===== src/rtl/useq_pkg.sv =====
package useq_pkg;
  parameter int AW   = 7;
  parameter int IRW  = 16;
  parameter int SRCW = 3;
  parameter int LDW  = 8;
  parameter int ALUW = 4;
  localparam int NSRC = 1 << SRCW;
  localparam int NALU = 1 << ALUW;
  localparam int OPW  = 5;
  localparam int OP_LSB = IRW - OPW;
  localparam int MODE_LSB = 8;

  typedef logic [AW-1:0] uaddr_t;

  typedef enum logic [2:0] {
    BR_NONE, BR_WIDE, BR_JUMP, BR_OR8, BR_NZERO
  } brKind_e;

  typedef struct packed {
    logic [SRCW-1:0] src;
    logic [LDW-1:0]  load;
    logic [ALUW-1:0] alu;
    logic            selK;
    logic            rd;
    logic            wr;
    logic            wmfc;
    logic            fin;
    brKind_e         br;
    uaddr_t          tgt;
  } uword_t;

  // strobes from the word store/decoder side to the sequencer
  typedef struct packed {
    logic    wmfc;
    logic    fin;
    brKind_e br;
    uaddr_t  tgt;
  } seqStrb_t;

  localparam uaddr_t A_FETCH = 'o000;
  localparam uaddr_t A_ADD   = 'o101;
  localparam uaddr_t A_BRN   = 25;
  localparam uaddr_t A_IND   = 'o170;
  localparam uaddr_t A_TAIL  = 'o172;

  localparam logic [OPW-1:0] OP_ADD = 5'b00010;
  localparam logic [OPW-1:0] OP_BRN = 5'b00011;

  localparam logic [SRCW-1:0] S_NONE = 0, S_PC = 1, S_Z = 2, S_MDR = 3,
                              S_RSRC = 4, S_RDST = 5, S_OFS = 6;
  localparam logic [LDW-1:0] LD_PC = 8'h01, LD_MAR = 8'h02, LD_Y = 8'h04,
                             LD_Z = 8'h08, LD_IR = 8'h10, LD_RSRC = 8'h20,
                             LD_RDST = 8'h40;
  localparam logic [ALUW-1:0] ALU_PASS = 0, ALU_ADD = 1, ALU_SUB = 2;
endpackage


===== src/rtl/useq_store.sv =====
module useq_store
  import useq_pkg::*;
(
  input  uaddr_t upc,
  output uword_t word
);
  function automatic uword_t mk(logic [SRCW-1:0] s, logic [LDW-1:0] l,
                                logic [ALUW-1:0] a, logic k, logic r,
                                logic w, logic wt, logic fn, brKind_e b,
                                uaddr_t t);
    mk = '{src:s, load:l, alu:a, selK:k, rd:r, wr:w, wmfc:wt, fin:fn, br:b, tgt:t};
  endfunction

  always_comb begin
    case (upc)
      'o000: word = mk(S_PC,   LD_MAR | LD_Z,    ALU_ADD,  1, 1, 0, 0, 0, BR_NONE,  '0);
      'o001: word = mk(S_Z,    LD_PC | LD_Y,     ALU_PASS, 0, 0, 0, 1, 0, BR_NONE,  '0);
      'o002: word = mk(S_MDR,  LD_IR,            ALU_PASS, 0, 0, 0, 0, 0, BR_NONE,  '0);
      'o003: word = mk(S_NONE, '0,               ALU_PASS, 0, 0, 0, 0, 0, BR_WIDE,  '0);
      25:    word = mk(S_NONE, '0,               ALU_PASS, 0, 0, 0, 0, 0, BR_NZERO, A_FETCH);
      26:    word = mk(S_OFS,  LD_Z,             ALU_ADD,  0, 0, 0, 0, 0, BR_NONE,  '0);
      27:    word = mk(S_Z,    LD_PC,            ALU_PASS, 0, 0, 0, 0, 1, BR_NONE,  '0);
      'o101: word = mk(S_RSRC, LD_Y,             ALU_PASS, 0, 0, 0, 0, 0, BR_JUMP,  A_TAIL);
      'o111: word = mk(S_RSRC, LD_MAR,           ALU_PASS, 0, 1, 0, 1, 0, BR_OR8,   A_IND);
      'o121: word = mk(S_RSRC, LD_MAR | LD_Z,    ALU_ADD,  1, 1, 0, 0, 0, BR_NONE,  '0);
      'o122: word = mk(S_Z,    LD_RSRC,          ALU_PASS, 0, 0, 0, 1, 0, BR_OR8,   A_IND);
      'o141: word = mk(S_RSRC, LD_Z,             ALU_SUB,  1, 0, 0, 0, 0, BR_NONE,  '0);
      'o142: word = mk(S_Z,    LD_RSRC | LD_MAR, ALU_PASS, 0, 1, 0, 1, 0, BR_OR8,   A_IND);
      'o161: word = mk(S_RSRC, LD_MAR,           ALU_PASS, 0, 1, 0, 1, 0, BR_OR8,   A_IND);
      'o170: word = mk(S_MDR,  LD_MAR,           ALU_PASS, 0, 1, 0, 1, 0, BR_NONE,  '0);
      'o171: word = mk(S_MDR,  LD_Y,             ALU_PASS, 0, 0, 0, 0, 0, BR_NONE,  '0);
      'o172: word = mk(S_RDST, LD_Z,             ALU_ADD,  0, 0, 0, 0, 0, BR_NONE,  '0);
      'o173: word = mk(S_Z,    LD_RDST,          ALU_PASS, 0, 0, 0, 0, 1, BR_NONE,  '0);
      default: word = mk(S_NONE, '0,             ALU_PASS, 0, 0, 0, 0, 1, BR_NONE,  '0);
    endcase
  end
endmodule


===== src/rtl/useq_decode.sv =====
module useq_decode
  import useq_pkg::*;
(
  input  uword_t          word,
  output logic [NSRC-1:0] outEn,
  output logic [LDW-1:0]  loadEn,
  output logic [NALU-1:0] aluSel,
  output logic            selConst4,
  output logic            memRead,
  output logic            memWrite,
  output logic            endOut,
  output logic            waitOut
);
  for (genvar g = 0; g < NSRC; g++) begin : g_src
    if (g == 0) begin : g_none
      assign outEn[g] = 1'b0;
    end else begin : g_line
      assign outEn[g] = (word.src == SRCW'(g));
    end
  end

  for (genvar g = 0; g < NALU; g++) begin : g_alu
    assign aluSel[g] = (word.alu == ALUW'(g));
  end

  assign loadEn    = word.load;
  assign selConst4 = word.selK;
  assign memRead   = word.rd;
  assign memWrite  = word.wr;
  assign endOut    = word.fin;
  assign waitOut   = word.wmfc;
endmodule


===== src/rtl/useq_seq.sv =====
module useq_seq
  import useq_pkg::*;
(
  input  logic           clk,
  input  logic           rstN,
  input  seqStrb_t       strb,
  input  logic [IRW-1:0] ir,
  input  logic           flagN,
  input  logic           mfc,
  output uaddr_t         upc
);
  logic [OPW-1:0] opcode;
  logic [2:0]     mode;
  uaddr_t         startAddr, modeBits, incAddr, nextAddr;
  logic           stall;

  assign opcode  = ir[IRW-1:OP_LSB];
  assign mode    = ir[MODE_LSB+2:MODE_LSB];
  assign incAddr = upc + 1'b1;
  assign stall   = strb.wmfc & ~mfc;

  // starting-address generator with mode-bit ORing
  always_comb begin
    startAddr = A_FETCH;
    modeBits  = '0;
    case (opcode)
      OP_ADD: begin
        startAddr   = A_ADD;
        modeBits[5:4] = mode[2:1];
        modeBits[3]   = (mode[2:1] == 2'b00) & mode[0];
      end
      OP_BRN:  startAddr = A_BRN;
      default: startAddr = A_FETCH;
    endcase
  end

  always_comb begin
    if (stall) begin
      nextAddr = upc;
    end else if (strb.fin) begin
      nextAddr = A_FETCH;
    end else begin
      case (strb.br)
        BR_WIDE:  nextAddr = startAddr | modeBits;
        BR_JUMP:  nextAddr = strb.tgt;
        BR_OR8:   nextAddr = strb.tgt | uaddr_t'(mode[0]);
        BR_NZERO: nextAddr = flagN ? incAddr : strb.tgt;
        default:  nextAddr = incAddr;
      endcase
    end
  end

  always_ff @(posedge clk) begin
    if (!rstN) upc <= A_FETCH;
    else       upc <= nextAddr;
  end

  p_incr_r2: assert property (@(posedge clk) disable iff (!rstN)
    (strb.br == BR_NONE && !strb.fin && !strb.wmfc) |=> upc == uaddr_t'($past(upc) + 1'b1));

  p_hold_wait_r3: assert property (@(posedge clk) disable iff (!rstN)
    (strb.wmfc && !mfc) |=> $stable(upc));

  p_end_fetch_r7: assert property (@(posedge clk) disable iff (!rstN)
    (strb.fin && !strb.wmfc) |=> upc == A_FETCH);

  p_ind_skip_r6: assert property (@(posedge clk) disable iff (!rstN)
    (strb.br == BR_OR8 && !stall) |=> upc[0] == $past(ir[MODE_LSB]));

  p_nzero_r8: assert property (@(posedge clk) disable iff (!rstN)
    (strb.br == BR_NZERO && !strb.fin && !stall && !flagN) |=> upc == A_FETCH);
endmodule


===== src/rtl/useq_top.sv =====
module useq_top
  import useq_pkg::*;
(
  input  logic            clk,
  input  logic            rstN,
  input  logic [IRW-1:0]  ir,
  input  logic            flagN,
  input  logic            mfc,
  output logic [AW-1:0]   upc,
  output logic [NSRC-1:0] outEn,
  output logic [LDW-1:0]  loadEn,
  output logic [NALU-1:0] aluSel,
  output logic            selConst4,
  output logic            memRead,
  output logic            memWrite,
  output logic            endOut,
  output logic            waitOut
);
  uword_t   word;
  seqStrb_t strb;

  useq_store u_store (.upc(upc), .word(word));

  assign strb = '{wmfc:word.wmfc, fin:word.fin, br:word.br, tgt:word.tgt};

  useq_seq u_seq (
    .clk(clk), .rstN(rstN), .strb(strb), .ir(ir),
    .flagN(flagN), .mfc(mfc), .upc(upc)
  );

  useq_decode u_dec (
    .word(word), .outEn(outEn), .loadEn(loadEn), .aluSel(aluSel),
    .selConst4(selConst4), .memRead(memRead), .memWrite(memWrite),
    .endOut(endOut), .waitOut(waitOut)
  );
endmodule


===== config.mk =====
export PLATFORM = sky130hd
export DESIGN_NAME = useq_top
export DESIGN_NICKNAME = d
export VERILOG_FILES = /design/src/rtl/useq_pkg.sv /design/src/rtl/useq_store.sv /design/src/rtl/useq_decode.sv /design/src/rtl/useq_seq.sv /design/src/rtl/useq_top.sv
export SDC_FILE = /design/constraint.sdc
export NUM_CORES = 1
export LEC_CHECK = 0
export BUFFER_PORTS_ARGS = -buffer_cell sky130_fd_sc_hd__clkbuf_2
export CAP_MARGIN = 0
export CORE_MARGIN = 2
export CORE_UTILIZATION = 40
export DETAILED_ROUTE_END_ITERATION = 10
export PLACE_DENSITY = 0.71
export SYNTH_ARGS = -nofsm -noshare
export SYNTH_HDL_FRONTEND = slang
export SYNTH_SLANG_ARGS = --single-unit

===== constraint.sdc =====
create_clock -name clk -period 2.11 [get_ports clk]
set_input_delay 0.3165 -clock clk [delete_from_list [all_inputs] [get_ports clk]]
set_output_delay 0.3165 -clock clk [all_outputs]
set_load 0.05 [all_outputs]

==> metrics.cfg <==
[grt]
grt_max_degree=15
grt_pass1_vias=1404
grt_use_met2_pct=44.9
grt.total_usage_pct=23.0
met3_usage_pct=3.41
antenna_found_initial=0
grt-busiest-layer=met2
met1_usage_pct=25.7
grt-ovfl-total=0
grt_first_pass_wirelength_um=6380

[route]
vias=1448
wl_um=4260
wl_per_cell_um=15.3
dr.first_iter.drc_count=48
route.detailed.drc=0
drt-pass1-iter-count=5
drt-vias-per-instance=5.19
ant_nets=0

[pwr]
clkPwrFrac_pct=4.1
power_density_nw_per_um2=1430
internal-power_w=0.00144
p_sw_share_pct=55.4
p_switching_w=0.00179
p_leak_nw=0.963
power_frac_comb_pct=89.6
seqPwrFrac_pct=6.3
vdd.ir_drop.worst_v=0.00135

[final_layout]
regMostFlops=u_seq.upc
n_antenna_cell=0
drive_above_1_share_pct=66.0
syn2layout_area_growth_pct=75.7
finish.utilization_pct=73.6
fill_cells=232
regArea_um2=166
largest_reg_flops=7
reg_top3=u_seq.upc (7)
final_nets=260
final_cell_area_um2=2250
multi_input_area_um2=1240

[placed_design]
port_buffers=39
gp_congestion=0.839
pre_cts_ws_ps=-42.8
dpl_cell_area_um2=1680
place_hpwl_um=2760

[floorplanning]
fp.dieW_um=60.6
ios=64
fp-row-count=20
coreArea_um2=3050
die_h_um=60.6
die_area_um2=3670
initial_core_util_pct=41.9

[cts]
cts_tree=built
clockBufferDepth=2
cts_sinks=7
holdBufCountCts=0
path_clk_slew_ps=60
cts_root_buf=clkbuf_4
numCtsBuffers=3
insertion_delay_ps=270
htree_levels=1

[sta]
max_freq_ghz=0.444
grt_setup_unrepaired=true
skew_ps=9.28
finalCritPeriodShare_pct=107
finalMaxSlewViolations=0
whs_ps=463
post-route-min-period_ps=2250
finalHoldViolCount=0
layout_setup_ws_ps=-143
setup_viol=14
finalSetupTns_ps=-1260

[critical_path]
critPathRequiredTime_ps=1790
path_cells=inv_4 > ha_4 > inv_2 > o31a_1 > or4_4 > nand2_4 > nor2_4 > clkinvlp_4 > clkbuf_16
critPathKind=reg2out
crit_fanout=3
critPathSlowestCell=or4_4
critPathLaunchType=flop
reg2reg_slack_ps=10
cp_data_arrival_time_ps=1940
cp_slowest_stage_delay_ps=460
cp-end-kind=output port

[outcome]
violations=setup timing
status=finished with violations

[worst_hold_path]
hp-class=in2reg

[yosys]
syn_area_um2=1280
yosysSeqAreaShare_pct=10.9
ys_async_sr_fraction_pct=0
synth_cells=165
synth_warnings=0
syn_area_per_cell_um2=7.76
synthFlopType=dfxtp_1
synth_edf_count=0
synth_cell_types=58
synth-seq-cells=7

[run]
maxCapViolations=0

## worst max-delay path, delay by kind of cell (launching register included)
family | cells | cell delay (ps)
simple gates | 3 | 620
flops | 1 | 360
buf+inv | 4 | 340
compound gates | 1 | 230
fa+ha+maj | 1 | 130
## path summary, 6_finish.rpt
path                            depth (start not counted)    startpoint            to
worst max register to register                          8  u_seq.upc[6]  u_seq.upc[0]
worst max-delay path                                    9  u_seq.upc[0]     loadEn[3]
worst min register to register                          2  u_seq.upc[1]  u_seq.upc[1]
worst min-delay path                                    3        ir[11]  u_seq.upc[6]
## placed cells by master (no fill, tap or decap), types with 4 or more instances in the layout
master     n
buf_4     33
clkbuf_2  21
conb_1    16
buf_8     13
nand2_1    9
buf_6      8
dfxtp_4    7
nor2_1     6
nor2_4     6
nand2_2    5
nand3_1    5
a21oi_2    5
inv_1      4
ha_4       4
## cell usage after synthesis, drive strengths merged (2+ instances only)
cell type	count	share of area [%]
and3b	3	2.1
buf	25	16
clkbuf	2	0.59
a32o	3	2.3
xor2	2	1.4
ha	4	3.9
o21ai	4	1.6
nand4	3	1.5
and3	4	2.0
and2	2	0.98
o21ba	2	1.6
nor4	2	2.2
inv	11	3.2
dfxtp	7	11
nand3b	3	1.8
nor3	4	2.8
a21oi	10	5.1
nand2	19	6.4
o221ai	3	2.1
o211a	2	2.2
o32a	3	3.3
nand2b	3	1.5
o22ai	2	0.98
a21o	2	1.2
nand3	7	2.7
nor2	13	4.4
and4bb	2	2.0
xnor2	2	1.4
## cells by family after synthesis
logic type	after synthesis	share of synthesized area, %
compound gates	38	26.9
xor+xnor	4	2.74
fa+ha+maj	4	3.91
buf+inv	38	19.7
flops	7	10.9
mux	1	0.782
other cells	1	0.293
simple gates	72	34.7
## stage by stage
step	instances	total power [W]
floorplan	180	0.00187
global placement	259	0.00224
detailed placement	259	0.00226
CTS	277	0.00285
global route	279	0.00337
finish	279	0.00323
## per-layer routing
| metal | wire [µm] | up-vias | share of wire (%) |
|---|---|---|---|
| met2 | 2320 | 64 | 55 |
| met1 | 1700 | 674 | 40 |
| met5 | 0 | - | 0 |
| met3 | 209 | 4 | 4.9 |
| met4 | 27 | 0 | 0.63 |
| li1 | - | 706 | - |
## power groups by stage
stage / clock, W / sequential (W) / combinational, W
after global routing: 0.000144 / 0.000208 / 0.00302
final: 0.000132 / 0.000204 / 0.00289
after global placement: 0 / 0.000197 / 0.00204
after CTS: 0.000131 / 0.000199 / 0.00252
after floorplan: 0 / 0.000264 / 0.00161
after detailed placement: 0 / 0.000198 / 0.00207
## repair_timing
item | in CTS | in global routing
setup buffers | 14 | 5
pin swaps | 10 | 13
setup endpoints to repair | 16 | 21
gates resized for setup | 69 | 45
## final cells by class
| type | count | share of cell area [%] |
|---|---|---|
| tap | 44 | 2.45 |
| timing repair buffer | 78 | 31.5 |
| multi-input combinational | 135 | 55.0 |
| clock inverter | 1 | 0.223 |
| inverter | 11 | 2.39 |
| clock buffer | 3 | 1.00 |
| sequential | 7 | 7.40 |
Power figures use the tool's default switching activity.
